===== config.mk =====
export PLATFORM = sky130hd
export DESIGN_NAME = latched_xcvr
export DESIGN_NICKNAME = d
export VERILOG_FILES = /design/src/rtl/xcvr_pkg.sv /design/src/rtl/xcvr_rst_sync.sv /design/src/rtl/xcvr_lane_ctl.sv /design/src/rtl/xcvr_lane.sv /design/src/rtl/latched_xcvr.sv
export SDC_FILE = /design/constraint.sdc
export NUM_CORES = 1
export LEC_CHECK = 0
export BUFFER_PORTS_ARGS = -buffer_cell sky130_fd_sc_hd__buf_4
export CORE_MARGIN = 1
export CORE_UTILIZATION = 43
export CTS_CLUSTER_SIZE = 24
export DETAILED_ROUTE_END_ITERATION = 10
export HOLD_SLACK_MARGIN = 0.1
export PLACE_DENSITY = 0.81
export REMOVE_ABC_BUFFERS = 1
export SLEW_MARGIN = 20
export SYNTH_ARGS = -nofsm -noshare
export SYNTH_HDL_FRONTEND = slang
export SYNTH_SLANG_ARGS = --single-unit

===== constraint.sdc =====
create_clock -name clk -period 1.7 [get_ports clk]
set_input_delay 0.17 -clock clk [delete_from_list [all_inputs] [get_ports clk]]
set_output_delay 0.17 -clock clk [all_outputs]
set_load 0.05 [all_outputs]

===== src/rtl/xcvr_pkg.sv =====
package xcvr_pkg;

  // Active-low control triple of one direction.
  typedef struct packed {
    logic ce_n;
    logic le_n;
    logic oe_n;
  } lane_ctl_t;

  localparam int NDIR = 2;

endpackage


===== src/rtl/xcvr_rst_sync.sv =====
module xcvr_rst_sync #(
  parameter int STAGES = 2
) (
  input  logic clk,
  input  logic rst_n,
  output logic rst_int_n,
  output logic run_ok
);

  logic [STAGES-1:0] sh_q;
  logic [STAGES-1:0] sh_d;

  always_comb begin
    sh_d = {sh_q[STAGES-2:0], 1'b1};
  end

  always_ff @(posedge clk or negedge rst_n) begin
    if (!rst_n) begin
      sh_q <= '0;
    end else begin
      sh_q <= sh_d;
    end
  end

  assign rst_int_n = sh_q[STAGES-1];
  // The raw reset also gates outputs so ports drop at once.
  assign run_ok    = sh_q[STAGES-1] & rst_n;

endmodule


===== src/rtl/xcvr_lane_ctl.sv =====
module xcvr_lane_ctl
  import xcvr_pkg::*;
(
  input  lane_ctl_t ctl,
  input  logic      run_ok,
  output logic      load,
  output logic      drive
);

  always_comb begin
    load  = !ctl.ce_n && !ctl.le_n;
    drive = run_ok && !ctl.ce_n && !ctl.oe_n;
  end

endmodule


===== src/rtl/xcvr_lane.sv =====
module xcvr_lane
  import xcvr_pkg::*;
#(
  parameter int W      = 8,
  parameter bit BYPASS = 1'b1
) (
  input  logic         clk,
  input  logic         rst_int_n,
  input  logic         run_ok,
  input  logic [W-1:0] src,
  input  lane_ctl_t    ctl,
  output logic [W-1:0] dout,
  output logic         drive
);

  logic         load;
  logic [W-1:0] word_q;
  logic [W-1:0] word_d;

  xcvr_lane_ctl u_ctl (
    .ctl    (ctl),
    .run_ok (run_ok),
    .load   (load),
    .drive  (drive)
  );

  always_comb begin
    word_d = src;
  end

  always_ff @(posedge clk or negedge rst_int_n) begin
    if (!rst_int_n) begin
      word_q <= '0;
    end else if (load) begin
      word_q <= word_d;
    end
  end

  generate
    if (BYPASS) begin : g_pass
      assign dout = load ? src : word_q;
    end else begin : g_reg
      assign dout = word_q;
    end
  endgenerate

endmodule


===== src/rtl/latched_xcvr.sv =====
module latched_xcvr
  import xcvr_pkg::*;
#(
  parameter int W          = 8,
  parameter bit BYPASS     = 1'b1,
  parameter int RST_STAGES = 2
) (
  input  logic         clk,
  input  logic         rst_n,
  input  logic [W-1:0] a_in,
  output logic [W-1:0] a_out,
  output logic         a_oe,
  input  logic [W-1:0] b_in,
  output logic [W-1:0] b_out,
  output logic         b_oe,
  input  logic         ce_ab_n,
  input  logic         le_ab_n,
  input  logic         oe_ab_n,
  input  logic         ce_ba_n,
  input  logic         le_ba_n,
  input  logic         oe_ba_n
);

  logic         rst_int_n;
  logic         run_ok;
  lane_ctl_t    ctl_w [NDIR];
  logic [W-1:0] src_w [NDIR];
  logic [W-1:0] dout_w[NDIR];
  logic         drv_w [NDIR];

  xcvr_rst_sync #(.STAGES(RST_STAGES)) u_rst (
    .clk       (clk),
    .rst_n     (rst_n),
    .rst_int_n (rst_int_n),
    .run_ok    (run_ok)
  );

  // Lane 0 carries A to B, lane 1 carries B to A.
  assign ctl_w[0] = '{ce_n: ce_ab_n, le_n: le_ab_n, oe_n: oe_ab_n};
  assign ctl_w[1] = '{ce_n: ce_ba_n, le_n: le_ba_n, oe_n: oe_ba_n};
  assign src_w[0] = a_in;
  assign src_w[1] = b_in;

  generate
    for (genvar g = 0; g < NDIR; g++) begin : g_dir
      xcvr_lane #(.W(W), .BYPASS(BYPASS)) u_lane (
        .clk       (clk),
        .rst_int_n (rst_int_n),
        .run_ok    (run_ok),
        .src       (src_w[g]),
        .ctl       (ctl_w[g]),
        .dout      (dout_w[g]),
        .drive     (drv_w[g])
      );
    end
  endgenerate

  assign b_out = dout_w[0];
  assign b_oe  = drv_w[0];
  assign a_out = dout_w[1];
  assign a_oe  = drv_w[1];

endmodule


==> metrics.csv, run 1 <==
metric,value,unit
status,completed,
cts_sinks,18,
comb_power_share,0.373,
yosysWarnings,0,
core,0.00138,mm²
drc,0,
route.detailed.wl_per_inst,13.2,µm
port_buffers,41,
cp_data_required_time,1.53,ns
p_int,0.000776,W
cts_buffers,3,
fill_cells,106,
p_total,0.00120,W
timing.final.max_slew_violations,0,
vias,497,
powerDensity,1140,mW/mm²
drt_first_pass_iters,1,
min_path_type,in2reg,
ant_nets,0,
worst-setup-path-type,in2out,
ys_types,6,
crit_path_end_kind,primary output,
grt_pass1_vias,542,
totalWireLength,1.34,mm
path_clk_slew,0.09,ns
ios,42,
period_needed,1.44,ns
max_cap_violations,0,
die_width,41.5,µm
grt-ovfl-total,0,
area_growth,56.7,%
clkLatencyLatePin,0.29,ns
clkPwrFrac,0.210,
rsz0062_at_grt,no,
cts_buffer_depth,2,
p_leak,0.512,nW
pwr-share-seq,0.417,
fin_nets,112,
place_area,0.00100,mm²
hold_viol_final,0,
final_common_cell,buf_4,
irDropWorstVdd,0.781,mV
switching_share,0.352,
ys_ff_latch,18,
fmax,693,MHz
syn_area,671,µm²
syn_area_per_cell,16.8,µm²
synthCells,40,
die_h,41.5,µm
critPathMaxFanout,3,
diodes,0,
multi_input_area,220,µm²
rows,13,
finalClockSkew,0.00439,ns
cts_resized,0,
h-tree-depth,1,
cts_tree,done,
grt_max_degree,17,
antenna_found_initial,0,
finalCritPeriodShare,0.849,
clockRootBuffer,clkbuf_4,
stdcell_area,0.00105,mm²
viasPerCell,4.87,
start_kind,input port,
synth.yosys.seq_area_share,0.672,
ff_latch_area,450,µm²
die_area,0.00172,mm²
drtIter0Drc,0,
critical_path_arrival,1.27,ns
finalSetupViolations,0,
gpl.final_weighted_congestion,0.662,
dpl.hpwl,1.06,mm
drive_above_1_share,0.736,
grt_use_total,0.179,
grt_pass1_wl,2.26,mm
final_cell_mix,"buf_4 (42), dfrtp_1 (18), mux2_2 (16)",
power.switching,0.000422,W
start_util,0.485,
logic make-up after synthesis:
group / after synthesis / synth area share
and+or+nand+nor: 5 / 0.0541
other: 1 / 0.00559
DFF: 18 / 0.672
muxes: 16 / 0.269
Yosys cell counts:
cell | instances | share of area
dfrtp_1 | 18 | 0.67
mux2_2 | 16 | 0.27
nor2_4 | 2 | 0.034
nor3_1 | 2 | 0.015
conb_1 | 1 | 0.0056
nand2_1 | 1 | 0.0056
layout make-up:
type,instances,area share
tap,15,0.0179
clock buffer,4,0.0345
timing repair buffer,43,0.310
sequential,18,0.429
multi-input combinational,22,0.210
metrics by stage:
stage	cells	TNS [ns]	util	setup slack (ns)	hold slack (ns)
after global placement	97	0	0.727	0.428	-0.0432
final	102	0	0.760	0.257	0.123
after detailed placement	97	0	0.727	0.418	-0.0420
after floorplan	40	-0.641	-	-0.321	-0.126
after CTS	102	0	0.760	0.272	0.109
after global routing	102	0	0.760	0.223	0.108
power groups by stage:
| stage | clock network [W] | logic, W | registers, W |
|---|---|---|---|
| after floorplan | 0 | 0.000298 | 0.000508 |
| after global placement | 0 | 0.000442 | 0.000506 |
| after detailed placement | 0 | 0.000447 | 0.000510 |
| after CTS | 0.000266 | 0.000451 | 0.000501 |
| after global routing | 0.000286 | 0.000467 | 0.000505 |
| final | 0.000251 | 0.000446 | 0.000500 |
path summary, 6_finish.rpt:
check / startpoint / to / slack (ns) / depth (start not counted)
hold / removal: b_in[0] / g_dir[1].u_lane.word_q[0]$_DFF_PN0_ / 0.12 / 2
setup reg to reg: g_dir[0].u_lane.word_q[7]$_DFF_PN0_ / g_dir[0].u_lane.word_q[7]$_DFF_PN0_ / 0.93 / 1
min in group asynchronous: rst_n / u_rst.sh_q[1]$_DFF_PN0_ / 0.21 / 2
hold reg to reg: u_rst.sh_q[1]$_DFF_PN0_ / g_dir[1].u_lane.word_q[6]$_DFF_PN0_ / 0.22 / 1
setup / recovery: rst_n / b_oe / 0.26 / 5
max in group asynchronous: u_rst.sh_q[1]$_DFF_PN0_ / g_dir[0].u_lane.word_q[3]$_DFF_PN0_ / 1.30 / 1
critical path, stage by stage:
cell and delay, ns:
dlygate4sd3_1 0.54, buf_4 0.12, nand2_1 0.07, nor3_1 0.14, buf_4 0.22
sequential cells by signal, summed over array words and instances (netlist names):
signal               count
g_dir.u_lane.word_q     16
u_rst.sh_q               2
per-layer routing:
metal / wire length, µm / global-route usage
met4: 7 / 0.0581
met3: 91 / 0.0826
met5: 0 / 0
met2: 800 / 0.328
met1: 444 / 0.176
timing repair:
| item | 4_1_cts | 5_1_grt |
|---|---|---|
| hold endpoints to repair | 2 | 0 |
| hold buffers | 1 | 0 |
| setup buffers | 0 | 0 |
Note: power is estimated with default switching activity, not from simulation.
==> inputs of run 2 (changes only) <==
- CORE_UTILIZATION: 43 -> 36
- PLACE_DENSITY: 0.81 -> 0.72
- clock period: 1.7 -> 1.3 ns (I/O delays scaled with it)
==> run 2 against run 1 <==
  * Worst hold slack got worse by 0.034 ns
  * Combinational power increased by 31%
  * Utilization fell by 14 points
  * Critical path type is now reg2out
  * Critical endpoint is now b_out[5]
  * Highest routed layer unchanged
==> metrics.csv, run 2 (same netlist as run 1, synthesis figures left out) <==
metric,value,unit
status,completed,
cp_data_required_time,1.17,ns
fill_cells,162,
core,0.00175,mm²
comb_power_share,0.373,
die_area,0.00204,mm²
grt-ovfl-total,0,
rsz0062_at_grt,no,
hold_viol_final,0,
fin_ws,0.0513,ns
finalSetupViolations,0,
h-tree-depth,1,
powerDensity,1450,mW/mm²
crit_path_end_kind,primary output,
min_from,a_in[2],
viasPerCell,4.37,
p_leak,0.515,nW
irDropWorstVdd,0.825,mV
clkLatencyLatePin,0.28,ns
totalWireLength,1.27,mm
drive_above_1_share,0.759,
grt_use_total,0.138,
dp_slack,0.102,ns
critPathMaxFanout,2,
final_cell_mix,"buf_4 (41), dfrtp_1 (18), mux2_2 (16)",
min_path_type,in2reg,
vias,489,
path_clk_slew,0.10,ns
largest_register_ffs,16,
period_needed,1.25,ns
multi_input_area,230,µm²
route.detailed.wl_per_inst,11.4,µm
cts_sinks,18,
start_util,0.384,
finalCritPeriodShare,0.961,
gpl.final_weighted_congestion,0.681,
start_kind,flip-flop,
grt_pass1_vias,490,
critical_path_arrival,1.12,ns
ant_nets,0,
cts_tree,done,
clkPwrFrac,0.211,
rows,15,
reg_top3,"g_dir.u_lane.word_q: 16 flops, u_rst.sh_q: 2 flops",
final_common_cell,buf_4,
diodes,0,
grt_max_degree,17,
hold_buffers,1,
drtIter0Drc,0,
rr_endpoint,g_dir[0].u_lane.word_q[5]$_DFF_PN0_,
final_core_utilization,0.617,
holdPathEnd,g_dir[0].u_lane.word_q[2]$_DFF_PN0_,
cts_buffer_depth,2,
port_buffers,41,
reg2reg_depth,1,
clockRootBuffer,clkbuf_4,
r2r_start,g_dir[0].u_lane.word_q[5]$_DFF_PN0_,
tns,0,ns
finalClockSkew,0.00737,ns
die_width,45.2,µm
ff_latch_area,450,µm²
die_h,45.2,µm
min_path_cells,2,
area_growth,60.6,%
ios,42,
fmax,801,MHz
r2r_slack,0.55,ns
p_int,0.00101,W
max_cap_violations,0,
worst-setup-path-type,reg2out,
drt_first_pass_iters,1,
cts_buffers,3,
power.switching,0.000550,W
grt_pass1_wl,2.01,mm
largest-register,g_dir.u_lane.word_q,
timing.final.max_slew_violations,0,
pwr-share-seq,0.416,
switching_share,0.352,
fin_nets,112,
antenna_found_initial,0,
drc,0,
==> run 2: how the worst max path moves through the flow <==
stage	slack (ns)	cells after the start	end	startpoint
after floorplan	-0.68	2	a_oe	u_rst.sh_q[1]$_DFF_PN0_
after global placement	0.11	4	a_out[1]	ce_ba_n
after detailed placement	0.10	4	a_out[1]	ce_ba_n
after CTS	0.02	3	b_oe	u_rst.sh_q[1]$_DFF_PN0_
after global routing	0.005	2	b_out[1]	g_dir[0].u_lane.word_q[1]$_DFF_PN0_
final	0.05	2	b_out[5]	g_dir[0].u_lane.word_q[5]$_DFF_PN0_
==> run 2: layout make-up <==
class / count / area share
flip-flops and latches: 18 / 0.418
repair buffers: 43 / 0.305
multi-input cells: 22 / 0.214
clock buffers: 4 / 0.0337
well taps: 25 / 0.0290
==> run 2: power by group through the flow <==
stage,sequential [W],clock (W),combinational [W]
3_3_place_gp,0.000662,0,0.000580
5_1_grt,0.000657,0.000362,0.000611
4_1_cts,0.000653,0.000348,0.000587
3_5_place_dp,0.000664,0,0.000583
2_1_floorplan,0.000665,0,0.000390
6_report,0.000651,0.000330,0.000584
==> run 2: what timing repair did <==
action,CTS,global route
setup endpoints to repair,0,2
resized for setup,0,3
endpoints found under the hold margin,18,12
buffers inserted,0,0
==> run 2: metrics by stage <==
step                total power (W)  instance area, µm²  hold slack [ns]  cells
floorplan                   0.00105                 671           -0.166     40
global placement            0.00124                1020          -0.0825    107
detailed placement          0.00125                1020          -0.0813    107
CTS                         0.00159                1060           0.0774    112
global route                0.00163                1080           0.0842    112
finish                      0.00156                1080           0.0896    112
==> run 2: metal layers <==
| layer | GRT usage | wire, µm | vias up | part of all wire |
|---|---|---|---|---|
| met1 | 0.179 | 507 | 239 | 0.40 |
| li1 | - | - | 231 | - |
| met5 | 0 | 0 | - | 0 |
| met2 | 0.217 | 679 | 17 | 0.53 |
| met4 | 0.0727 | 9 | 0 | 0.0071 |
| met3 | 0.0280 | 78 | 2 | 0.061 |
==> run 2: critical path, stage by stage, from the launching register on <==
cell and delay [ns]:
dfrtp_1 0.37, mux2_2 0.27, buf_4 0.19
==> inputs of run 3 (changes only) <==
- CORE_ASPECT_RATIO: unset -> 1.25
==> run 3 against run 2 <==
  * Via count increased by 3.5%
  * Global-route usage up 3.3 points
  * Total power is 0.85% lower
  * Critical endpoint is now b_out[6]
  * Highest routed layer unchanged
==> metrics.csv, run 3 (same netlist as run 1, synthesis figures left out) <==
metric,value,unit
status,completed,
powerDensity,1410,mW/mm²
fill_cells,161,
die_h,50.3,µm
r2r_start,g_dir[1].u_lane.word_q[7]$_DFF_PN0_,
cts_buffer_depth,2,
finalCritPeriodShare,0.959,
fin_ws,0.0533,ns
clkLatencyLatePin,0.29,ns
final_core_utilization,0.624,
largest-register,g_dir.u_lane.word_q,
hold_viol_final,0,
p_leak,0.538,nW
rows,17,
totalWireLength,1.45,mm
drt_first_pass_iters,2,
fmax,802,MHz
critical_path_arrival,1.12,ns
r2r_slack,0.32,ns
grt_max_degree,17,
grt_use_total,0.171,
holdWs,0.0869,ns
reg2reg_depth,2,
die_area,0.00204,mm²
path_clk_slew,0.09,ns
clockRootBuffer,clkbuf_4,
worst-setup-path-type,reg2out,
core,0.00177,mm²
crit_chain,mux2_2 -> buf_4,
cts_setup_buffers,0,
cts_sinks,18,
critPathMaxFanout,2,
dpl.hpwl,1.15,mm
holdPathEnd,g_dir[0].u_lane.word_q[6]$_DFF_PN0_,
port_buffers,41,
rr_endpoint,g_dir[1].u_lane.word_q[7]$_DFF_PN0_,
die_width,40.6,µm
start_util,0.380,
finalClockSkew,0.000992,ns
viasPerCell,4.77,
reg_top3,"g_dir.u_lane.word_q: 16 flops, u_rst.sh_q: 2 flops",
crit_path_end_kind,primary output,
irDropWorstVdd,0.793,mV
cp_data_required_time,1.17,ns
tns,0,ns
hold_buffers,2,
dpl.cell_count,101,
h-tree-depth,1,
drive_above_1_share,0.736,
instances_no_fill,106,
fin_nets,113,
critPathMaxStageDelay,0.37,ns
start_kind,flip-flop,
timing.final.max_slew_violations,0,
min_path_type,in2reg,
largest_register_ffs,16,
antenna_found_initial,0,
diodes,0,
gpl.final_weighted_congestion,0.666,
route.detailed.wl_per_inst,13.7,µm
grt-ovfl-total,0,
grt_pass1_vias,536,
ios,42,
ant_nets,0,
cts_tree,done,
grt_pass1_wl,2.27,mm
drtIter0Drc,2,
dp_slack,0.108,ns
period_needed,1.25,ns
min_from,a_in[6],
final_cell_mix,"buf_4 (35), dfrtp_1 (18), mux2_2 (14)",
cts_buffers,3,
max_cap_violations,0,
vias,506,
final_common_cell,buf_4,
drc,0,
area_growth,64.2,%
finalSetupViolations,0,
min_path_cells,2,
cpMaxStageDelayCell,dfrtp_1,
## run 3: worst max-delay path by stage
stage	startpoint	endpoint	slack (ns)	cells past startpoint
after floorplan	u_rst.sh_q[1]$_DFF_PN0_	a_oe	-0.68	2
after global placement	ce_ab_n	b_out[2]	0.12	4
after detailed placement	ce_ab_n	b_out[5]	0.11	4
after CTS	g_dir[1].u_lane.word_q[7]$_DFF_PN0_	g_dir[1].u_lane.word_q[7]$_DFF_PN0_	0.005	2
after global routing	u_rst.sh_q[1]$_DFF_PN0_	b_oe	-0.009	3
final	g_dir[0].u_lane.word_q[6]$_DFF_PN0_	b_out[6]	0.05	2
## run 3: what timing repair did
item	CTS	global route
gates resized for setup	0	13
hold endpoints to repair	18	13
endpoints found under the setup margin	0	9
## run 3: power breakdown
part           switching (W)  total, W  internal, W  leakage (nW)
registers          0.0000182  0.000653     0.000634         0.211
logic               0.000384  0.000634     0.000250         0.314
clock network       0.000157  0.000265     0.000108        0.0138
## run 3: per-stage QoR
| stage | cell area [µm²] | total power [W] |
|---|---|---|
| 4_1_cts | 1050 | 0.00154 |
| 5_1_grt | 1100 | 0.00164 |
| 3_3_place_gp | 1010 | 0.00124 |
| 3_5_place_dp | 1010 | 0.00125 |
| 6_report | 1100 | 0.00155 |
| 2_1_floorplan | 671 | 0.00105 |
## run 3: final cells by class
cell class | instances | area, µm² | share of cell area
tap | 19 | 23.8 | 0.0216
timing repair buffer | 44 | 372 | 0.337
clock buffer | 3 | 22.5 | 0.0205
multi-input combinational | 22 | 233 | 0.211
sequential | 18 | 450 | 0.409
## run 3: worst max-delay path: cells and delay by family, from the launching register on
kind,cells,cell delay [ns]
buf+inv,1,0.19
mux,1,0.27
flops,1,0.37
## run 3: per-layer routing
| layer | part of all wire | vias to the layer above | global-route usage |
|---|---|---|---|
| met1 | 0.33 | 245 | 0.165 |
| li1 | - | 232 | - |
| met2 | 0.58 | 25 | 0.294 |
| met3 | 0.058 | 4 | 0.0265 |
| met5 | 0 | - | 0 |
| met4 | 0.032 | 0 | 0.133 |
